==> src/rtl/rdpre_pkg.sv <==
package rdpre_pkg;

   typedef enum logic [2:0] {
      CMD_NOP  = 3'd0,
      CMD_ACT  = 3'd1,
      CMD_RD   = 3'd2,
      CMD_RDA  = 3'd3,
      CMD_WR   = 3'd4,
      CMD_PRE  = 3'd5,
      CMD_RSV6 = 3'd6,
      CMD_RSV7 = 3'd7
   } cmd_e;

   typedef enum logic [1:0] {
      BK_IDLE   = 2'd0,
      BK_OPEN   = 2'd1,
      BK_APWAIT = 2'd2,
      BK_PRECH  = 2'd3
   } bank_st_e;

   localparam int unsigned CMD_W = 3;

endpackage

==> src/rtl/rdpre_dncnt.sv <==
module rdpre_dncnt #(
   parameter int W = 8
) (
   input  logic         clk,
   input  logic         rst_n,
   input  logic         load,
   input  logic [W-1:0] load_val,
   output logic         zero
);
   logic [W-1:0] cnt;

   always_ff @(posedge clk or negedge rst_n) begin
      if (!rst_n)
         cnt <= '0;
      else if (load)
         cnt <= load_val;
      else if (cnt != '0)
         cnt <= cnt - 1'b1;
   end

   assign zero = (cnt == '0);
endmodule

==> src/rtl/rdpre_bus_timer.sv <==
module rdpre_bus_timer #(
   parameter int CW = 6
) (
   input  logic          clk,
   input  logic          rst_n,
   input  logic          rd_go,
   input  logic          wr_go,
   input  logic [CW-1:0] cfg_rl,
   input  logic [CW-1:0] cfg_wl,
   input  logic [CW-1:0] cfg_tccd,
   output logic          rd_ok,
   output logic          wr_ok
);
   localparam int SW = CW + 2;

   logic [SW-1:0] ccd_val;
   logic [SW-1:0] r2w_sum;
   logic [SW-1:0] r2w_val;
   logic          ccd_zero;
   logic          r2w_zero;

   always_comb begin
      ccd_val = (cfg_tccd == '0) ? '0 : SW'(cfg_tccd) - SW'(1);
      r2w_sum = SW'(cfg_rl) + SW'(cfg_tccd) + SW'(2);
      r2w_val = (r2w_sum > SW'(cfg_wl)) ? (r2w_sum - SW'(cfg_wl) - SW'(1)) : '0;
   end

   rdpre_dncnt #(.W(SW)) u_ccd (
      .clk      (clk),
      .rst_n    (rst_n),
      .load     (rd_go | wr_go),
      .load_val (ccd_val),
      .zero     (ccd_zero)
   );

   rdpre_dncnt #(.W(SW)) u_r2w (
      .clk      (clk),
      .rst_n    (rst_n),
      .load     (rd_go),
      .load_val (r2w_val),
      .zero     (r2w_zero)
   );

   assign rd_ok = ccd_zero;
   assign wr_ok = ccd_zero & r2w_zero;
endmodule

==> src/rtl/rdpre_bank.sv <==
module rdpre_bank
   import rdpre_pkg::*;
#(
   parameter int CW           = 6,
   parameter int RD_PRE_FLOOR = 4
) (
   input  logic          clk,
   input  logic          rst_n,
   input  logic [CW-1:0] cfg_al,
   input  logic [CW-1:0] cfg_trcd,
   input  logic [CW-1:0] cfg_trtp,
   input  logic [CW-1:0] cfg_trp,
   input  logic [CW-1:0] cfg_tras,
   input  logic          hit,
   input  logic [2:0]    cmd,
   input  logic          bus_rd_ok,
   input  logic          bus_wr_ok,
   output logic          ok_act,
   output logic          ok_rd,
   output logic          ok_wr,
   output logic          ok_pre,
   output logic          ap_start
);
   localparam int SW = CW + 1;

   bank_st_e st_q, st_d;
   cmd_e     c;

   logic [SW-1:0] rtp_sum, rtp_span, rtp_val;
   logic [CW-1:0] rcd_val, ras_val, rp_val;
   logic          rcd_zero, ras_zero, rtp_zero, rp_zero;
   logic          is_act, is_rd, is_rda, is_pre;
   logic          ap_fire;

   assign c      = cmd_e'(cmd);
   assign is_act = hit && (c == CMD_ACT);
   assign is_rd  = hit && ((c == CMD_RD) || (c == CMD_RDA));
   assign is_rda = hit && (c == CMD_RDA);
   assign is_pre = hit && (c == CMD_PRE);

   always_comb begin
      rtp_sum  = SW'(cfg_al) + SW'(cfg_trtp);
      rtp_span = (rtp_sum > SW'(RD_PRE_FLOOR)) ? rtp_sum : SW'(RD_PRE_FLOOR);
      rtp_val  = rtp_span - SW'(1);
      rcd_val  = (cfg_trcd == '0) ? '0 : cfg_trcd - 1'b1;
      ras_val  = (cfg_tras == '0) ? '0 : cfg_tras - 1'b1;
      rp_val   = (cfg_trp  == '0) ? '0 : cfg_trp  - 1'b1;
   end

   rdpre_dncnt #(.W(CW)) u_rcd (
      .clk(clk), .rst_n(rst_n), .load(is_act), .load_val(rcd_val), .zero(rcd_zero)
   );

   rdpre_dncnt #(.W(CW)) u_ras (
      .clk(clk), .rst_n(rst_n), .load(is_act), .load_val(ras_val), .zero(ras_zero)
   );

   rdpre_dncnt #(.W(SW)) u_rtp (
      .clk(clk), .rst_n(rst_n), .load(is_rd), .load_val(rtp_val), .zero(rtp_zero)
   );

   rdpre_dncnt #(.W(CW)) u_rp (
      .clk(clk), .rst_n(rst_n), .load(is_pre | ap_fire), .load_val(rp_val), .zero(rp_zero)
   );

   // internal precharge begins once both the read-side and row-active windows are spent
   assign ap_fire = (st_q == BK_APWAIT) && rtp_zero && ras_zero;

   always_comb begin
      st_d = st_q;
      unique case (st_q)
         BK_IDLE: begin
            if (is_act)      st_d = BK_OPEN;
            else if (is_pre) st_d = BK_PRECH;
         end
         BK_OPEN: begin
            if (is_rda)      st_d = BK_APWAIT;
            else if (is_pre) st_d = BK_PRECH;
         end
         BK_APWAIT: begin
            if (ap_fire)     st_d = BK_PRECH;
         end
         BK_PRECH: begin
            if (is_act)       st_d = BK_OPEN;
            else if (is_pre)  st_d = BK_PRECH;
            else if (rp_zero) st_d = BK_IDLE;
         end
         default: st_d = BK_IDLE;
      endcase
   end

   always_ff @(posedge clk or negedge rst_n) begin
      if (!rst_n) st_q <= BK_IDLE;
      else        st_q <= st_d;
   end

   assign ok_act   = (st_q == BK_IDLE) || ((st_q == BK_PRECH) && rp_zero);
   assign ok_rd    = (st_q == BK_OPEN) && rcd_zero && bus_rd_ok;
   assign ok_wr    = (st_q == BK_OPEN) && rcd_zero && bus_wr_ok;
   assign ok_pre   = ((st_q == BK_OPEN) && rtp_zero && ras_zero)
                   || (st_q == BK_IDLE) || (st_q == BK_PRECH);
   assign ap_start = ap_fire;
endmodule

==> src/rtl/dram_rdpre_tracker.sv <==
module dram_rdpre_tracker
   import rdpre_pkg::*;
#(
   parameter  int NBANK        = 8,
   parameter  int CW           = 6,
   parameter  int RD_PRE_FLOOR = 4,
   localparam int BW           = $clog2(NBANK)
) (
   input  logic             clk,
   input  logic             rst_n,
   input  logic [CW-1:0]    cfg_al,
   input  logic [CW-1:0]    cfg_rl,
   input  logic [CW-1:0]    cfg_wl,
   input  logic [CW-1:0]    cfg_tccd,
   input  logic [CW-1:0]    cfg_trcd,
   input  logic [CW-1:0]    cfg_trtp,
   input  logic [CW-1:0]    cfg_trp,
   input  logic [CW-1:0]    cfg_tras,
   input  logic             cmd_valid,
   input  logic [2:0]       cmd_code,
   input  logic [BW-1:0]    cmd_bank,
   output logic [NBANK-1:0] ok_act,
   output logic [NBANK-1:0] ok_rd,
   output logic [NBANK-1:0] ok_wr,
   output logic [NBANK-1:0] ok_pre,
   output logic [NBANK-1:0] ap_start,
   output logic             viol_valid,
   output logic [BW-1:0]    viol_bank,
   output logic [2:0]       viol_cmd
);

   if (NBANK < 2 || (NBANK & (NBANK - 1)) != 0) begin : g_bad_nbank
      $error("NBANK must be a power of two, at least 2");
   end
   if (CW < 3) begin : g_bad_cw
      $error("CW must be at least 3");
   end
   if (RD_PRE_FLOOR < 1 || RD_PRE_FLOOR >= (1 << CW)) begin : g_bad_floor
      $error("RD_PRE_FLOOR must be at least 1 and fit in CW bits");
   end

   cmd_e             c;
   logic             legal, accept, attempt_bad;
   logic [NBANK-1:0] hit;
   logic             bus_rd_ok, bus_wr_ok;
   logic             rd_go, wr_go;

   assign c = cmd_e'(cmd_code);

   always_comb begin
      unique case (c)
         CMD_NOP:          legal = 1'b1;
         CMD_ACT:          legal = ok_act[cmd_bank];
         CMD_RD, CMD_RDA:  legal = ok_rd[cmd_bank];
         CMD_WR:           legal = ok_wr[cmd_bank];
         CMD_PRE:          legal = ok_pre[cmd_bank];
         default:          legal = 1'b0;
      endcase
   end

   assign accept      = cmd_valid && legal && (c != CMD_NOP);
   assign attempt_bad = cmd_valid && !legal;
   assign rd_go       = accept && ((c == CMD_RD) || (c == CMD_RDA));
   assign wr_go       = accept && (c == CMD_WR);

   rdpre_bus_timer #(.CW(CW)) u_bus (
      .clk      (clk),
      .rst_n    (rst_n),
      .rd_go    (rd_go),
      .wr_go    (wr_go),
      .cfg_rl   (cfg_rl),
      .cfg_wl   (cfg_wl),
      .cfg_tccd (cfg_tccd),
      .rd_ok    (bus_rd_ok),
      .wr_ok    (bus_wr_ok)
   );

   for (genvar b = 0; b < NBANK; b++) begin : g_bank
      assign hit[b] = accept && (cmd_bank == BW'(b));

      rdpre_bank #(.CW(CW), .RD_PRE_FLOOR(RD_PRE_FLOOR)) u_bank (
         .clk       (clk),
         .rst_n     (rst_n),
         .cfg_al    (cfg_al),
         .cfg_trcd  (cfg_trcd),
         .cfg_trtp  (cfg_trtp),
         .cfg_trp   (cfg_trp),
         .cfg_tras  (cfg_tras),
         .hit       (hit[b]),
         .cmd       (cmd_code),
         .bus_rd_ok (bus_rd_ok),
         .bus_wr_ok (bus_wr_ok),
         .ok_act    (ok_act[b]),
         .ok_rd     (ok_rd[b]),
         .ok_wr     (ok_wr[b]),
         .ok_pre    (ok_pre[b]),
         .ap_start  (ap_start[b])
      );
   end

   always_ff @(posedge clk or negedge rst_n) begin
      if (!rst_n) begin
         viol_valid <= 1'b0;
         viol_bank  <= '0;
         viol_cmd   <= '0;
      end else begin
         viol_valid <= attempt_bad;
         if (attempt_bad) begin
            viol_bank <= cmd_bank;
            viol_cmd  <= cmd_code;
         end
      end
   end
endmodule

==> config.mk <==
export PLATFORM = sky130hd
export DESIGN_NAME = dram_rdpre_tracker
export DESIGN_NICKNAME = d
export VERILOG_FILES = /design/src/rtl/rdpre_pkg.sv /design/src/rtl/rdpre_dncnt.sv /design/src/rtl/rdpre_bus_timer.sv /design/src/rtl/rdpre_bank.sv /design/src/rtl/dram_rdpre_tracker.sv
export SDC_FILE = /design/constraint.sdc
export NUM_CORES = 1
export LEC_CHECK = 0
export CAP_MARGIN = 20
export CORE_UTILIZATION = 44
export DETAILED_ROUTE_END_ITERATION = 8
export GPL_TIMING_DRIVEN = 0
export MAX_ROUTING_LAYER = met4
export PLACE_DENSITY_LB_ADDON = 0.25
export SLEW_MARGIN = 20
export SYNTH_ARGS = -nofsm -noshare
export SYNTH_HDL_FRONTEND = slang
export SYNTH_SLANG_ARGS = --single-unit
==> constraint.sdc <==
create_clock -name clk -period 4.31 [get_ports clk]
set_input_delay 1.293 -clock clk [delete_from_list [all_inputs] [get_ports clk]]
set_output_delay 1.293 -clock clk [all_outputs]
set_load 0.02 [all_outputs]
==> flow_metrics.env <==
export IMPL_io_pin_count=104
export IMPL_post_synth_most_frequent_cells="sky130_fd_sc_hd__dfrtp_1 (239), sky130_fd_sc_hd__nand2_1 (224), sky130_fd_sc_hd__nor2_1 (184), sky130_fd_sc_hd__o21ai_0 (128), sky130_fd_sc_hd__xnor2_1 (122)"
export IMPL_critPathTopFamily="buffers and inverters"
export IMPL_path_max_fanout=10
export IMPL_hpwlAfterDp_mm=33.05
export IMPL_cts_buffer_depth=3
export IMPL_critical_path_most_common_cell="sky130_fd_sc_hd__buf_4"
export IMPL_topRoutingLayerUsed="met4"
export IMPL_fin_util_pct=53.42
export IMPL_arrival_ns=2.91
export IMPL_regArea_mm2=0.005981
export IMPL_layout_nets=2231
export IMPL_worstSetupPathType="reg2out"
export IMPL_clock_insertion_delay_worst_skew_ns=0.55
export IMPL_grt_pass1_vias=13850
export IMPL_root_buffer="sky130_fd_sc_hd__clkbuf_16"
export IMPL_syn_area_per_cell_um2=8.561
export IMPL_holdCritPathClass="reg2reg"
export IMPL_ys_flop_type="sky130_fd_sc_hd__dfrtp_1"
export IMPL_reg2reg_to="g_bank[6].u_bank.u_rp.cnt[5]$_DFFE_PN0P_"
export IMPL_power_ir_vdd_worst_mv=0.3417
export IMPL_max_cap_violations=0
export IMPL_routed_wire_length_per_instance_um=17.96
export IMPL_die_width_um=196.0
export IMPL_seq_area_frac_synth_pct=36.10
export IMPL_antenna_found_initial=1
export IMPL_ant_nets=0
export IMPL_netlist_top_cell_by_area="sky130_fd_sc_hd__dfrtp_1"
export IMPL_postSynthNetCount=2090
export IMPL_post_synth_main_area_contributors="sky130_fd_sc_hd__dfrtp_1 (36%), sky130_fd_sc_hd__ha_1 (7.2%), sky130_fd_sc_hd__xnor2_1 (6.5%)"
export IMPL_power_per_cell_area_mw_per_mm2=644.7
export IMPL_dp_slack_ns=-1.461
export IMPL_worstSetupEndpointType="output port"
export IMPL_multiInputGateArea_mm2=0.009879
export IMPL_grt_pass1_wl_mm=72.73
export IMPL_worst_slew_margin_rel_pct=24.37
export IMPL_grtUsageTotal_pct=24.51
export IMPL_finalClockSkew_ns=0.008584
export IMPL_p_leak_nw=8.514
export IMPL_io_buffer_count=101
export IMPL_wl_met2_mm=20.98
export IMPL_grt_setup_unrepaired="true"
export IMPL_worstHoldStart="viol_bank[2]$_DFFE_PN0P_"
export IMPL_reg2reg_depth=11
export IMPL_synthDistinctLibCells=75
export IMPL_r2r_start="g_bank[4].u_bank.u_ras.cnt[0]$_DFFE_PN0P_"
export IMPL_floorplan_initialDensity_pct=45.03
export IMPL_met1_length_mm=20.89
export IMPL_tightest_slew_ns=1.130
export IMPL_core_region_area_mm2=0.03679
export IMPL_numClockSinks=239
export IMPL_grt_max_degree=90
export IMPL_cts_inserted_buffers=29
export IMPL_crit_chain="nor4_2 -> nand2_1 -> buf_4 -> buf_4 -> nor2_1 -> buf_4 -> clkdlybuf4s50_1"
export IMPL_route_detailed_vias_per_inst=5.553
export IMPL_synthesis_area_mm2=0.01657
export IMPL_grt_remaining_overflow=0
export IMPL_detailedRoute_firstPassIterationCount=7
export IMPL_synth_edff_count=0
export IMPL_status="complete, no violations"
export IMPL_critical_path_max_stage_delay_ns=0.58
export IMPL_floorplan_die_height_um=196.0
export IMPL_postSynth_asyncResetShare_pct=100.0
export IMPL_holdPathEnd="viol_bank[2]$_DFFE_PN0P_"
export IMPL_routabilityCongestion=0.9506
export IMPL_synth_top_area_share_pct=36.10
export IMPL_remaining_drc_errors=0
export IMPL_final_period_utilization_pct=97.59
export IMPL_number_of_cells_on_the_worst_hold_path=1
export IMPL_reg2reg_setup_slack_ns=0.79
export IMPL_setup_viols_final=0
export IMPL_report_final_slew_viol_count=0
export IMPL_vias=14250
export IMPL_critical_path_n_buffers_inverters=4
export IMPL_fillerInstances=3359
export IMPL_synth_most_common_cell="sky130_fd_sc_hd__dfrtp_1"
export IMPL_synth_warning_count=0
export IMPL_htreeDepth=1
export IMPL_dieArea_mm2=0.03843
export IMPL_critPathLaunchType="register"
export IMPL_dr_first_iter_drc_count=886
export IMPL_totalWireLength_mm=46.11
export IMPL_area_growth_syn_to_layout_pct=18.63
export IMPL_clock_fmax_ghz=0.2377
export IMPL_clkTransAtPathRegs_ns=0.06
export IMPL_finalWorstPathRequiredPeriod_ns=4.206
export IMPL_final_setup_worst_slack_ns=0.1038
export IMPL_ctsHoldBuffers=0
export IMPL_netlist_instances=1935
export IMPL_row_count=70
export IMPL_slowest_stage="sky130_fd_sc_hd__clkdlybuf4s50_1"
export IMPL_layout_drive_gt1_share_pct=9.819
export IMPL_cp_data_required_time_ns=3.02
export IMPL_routed_wl_met3_mm=2.570
export IMPL_hold_viol_final=0
export IMPL_postSynthRegisterBits=239
export IMPL_clock_tree_from_tritoncts="done"
-- cell type report --
class                      instances  area share (%)
clock buffer                      37           4.151
antenna                            1         0.01273
inverter                         108           2.063
timing repair buffer             118           6.233
multi-input combinational       1467           50.27
buffer                           113           3.133
clock inverter                    16          0.7195
sequential                       239           30.43
tap                              468           2.980
-- worst max path at each step --
| stage | depth (start not counted) | slack (ns) | start | end |
|---|---|---|---|---|
| 5_1_grt | 15 | -0.07 | cfg_rl[1] | u_bus.u_r2w.cnt[0]$_DFFE_PN0P_ |
| 6_report | 7 | 0.10 | u_bus.u_ccd.cnt[5]$_DFFE_PN0P_ | ok_rd[7] |
| 3_5_place_dp | 13 | -1.46 | cfg_al[1] | g_bank[2].u_bank.u_rtp.cnt[4]$_DFFE_PN0P_ |
| 3_3_place_gp | 1 | -8.84 | rst_n | g_bank[2].u_bank.u_rp.cnt[2]$_DFFE_PN0P_ |
| 2_1_floorplan | 12 | 0.11 | cfg_al[1] | g_bank[5].u_bank.u_rtp.cnt[4]$_DFFE_PN0P_ |
| 4_1_cts | 7 | 0.0006 | g_bank[4].u_bank.u_rtp.cnt[0]$_DFFE_PN0P_ | ok_pre[4] |
-- state kept, by name (all words and copies together), names as in the netlist --
signal	cells
g_bank.u_bank.u_ras.cnt	48
viol_cmd	3
g_bank.u_bank.u_rtp.cnt	56
g_bank.u_bank.st_q	16
viol_bank	3
g_bank.u_bank.u_rp.cnt	48
u_bus.u_ccd.cnt	8
u_bus.u_r2w.cnt	8
viol_valid	1
g_bank.u_bank.u_rcd.cnt	48
-- cells in the final DEF (no fill, tap or decap), types with 9 or more instances in the layout --
master / n
sky130_fd_sc_hd__dfrtp_1: 239
sky130_fd_sc_hd__nand2_1: 223
sky130_fd_sc_hd__nor2_1: 181
sky130_fd_sc_hd__o21ai_0: 125
sky130_fd_sc_hd__xnor2_1: 118
sky130_fd_sc_hd__inv_1: 107
sky130_fd_sc_hd__ha_1: 93
sky130_fd_sc_hd__clkdlybuf4s50_1: 89
sky130_fd_sc_hd__nor3_1: 76
sky130_fd_sc_hd__mux2i_1: 73
sky130_fd_sc_hd__a21oi_1: 71
sky130_fd_sc_hd__buf_4: 57
sky130_fd_sc_hd__o31ai_1: 56
sky130_fd_sc_hd__xor2_1: 54
sky130_fd_sc_hd__clkbuf_1: 51
sky130_fd_sc_hd__nand3_1: 42
sky130_fd_sc_hd__nor2b_1: 36
sky130_fd_sc_hd__or3_1: 31
sky130_fd_sc_hd__clkbuf_16: 29
sky130_fd_sc_hd__nand2b_1: 25
sky130_fd_sc_hd__o21ai_1: 17
sky130_fd_sc_hd__nor4_1: 13
sky130_fd_sc_hd__and3_1: 12
sky130_fd_sc_hd__buf_2: 10
sky130_fd_sc_hd__nor3b_1: 10
sky130_fd_sc_hd__a31oi_1: 10
sky130_fd_sc_hd__clkinv_2: 10
sky130_fd_sc_hd__and2_1: 9
sky130_fd_sc_hd__nand4_1: 9
-- timing repair --
action | in CTS | in global routing
gates resized for setup | 44 | 45
gates cloned | 0 | 0
setup buffers | 8 | 6
endpoints found under the setup margin | 158 | 76
pin swaps | 6 | 14
-- routing by layer --
metal,GRT usage (%),up-vias
met4,9.172,0
met1,31.99,6850
li1,-,6909
met3,3.507,100
met2,38.67,395
met5,-,-
-- cell families (layout without fill, tap and decap cells) --
logic type      after synthesis  count (layout)  share of synthesized area (%)
simple gates                738             738                          21.74
compound gates              367             367                          13.65
flops                       239             239                          36.10
buf+inv                     229             392                          6.276
xor+xnor                    178             178                          9.411
fa+ha+maj                    98              98                          7.538
mux                          86              86                          5.279
other cells                   0               1                              0
-- power breakdown --
part	switching, mW	total, mW	internal (mW)	leakage, nW
registers	1.06	4.47	3.41	2.84
clock network	1.01	2.46	1.45	0.475
logic	3.01	5.74	2.72	5.20
total	5.09	12.7	7.58	8.51
-- metrics by stage --
| step | area [um2] | power [mW] | TNS (ns) | std cells | hold slack (ns) |
|---|---|---|---|---|---|
| 6_report | 19650 | 12.67 | 0 | 2567 | 0.4909 |
| 4_1_cts | 19430 | 12.59 | 0 | 2564 | 0.4979 |
| 3_5_place_dp | 18230 | 9.987 | -142.61 | 2507 | 0.4843 |
| 3_3_place_gp | 18160 | 9.751 | -2247.00 | 2504 | 0.4752 |
| 2_1_floorplan | 16570 | 8.547 | 0 | 1935 | 0.4830 |
| 5_1_grt | 19650 | 13.67 | -0.2894 | 2567 | 0.5190 |
(Power assumes the default switching activity.)
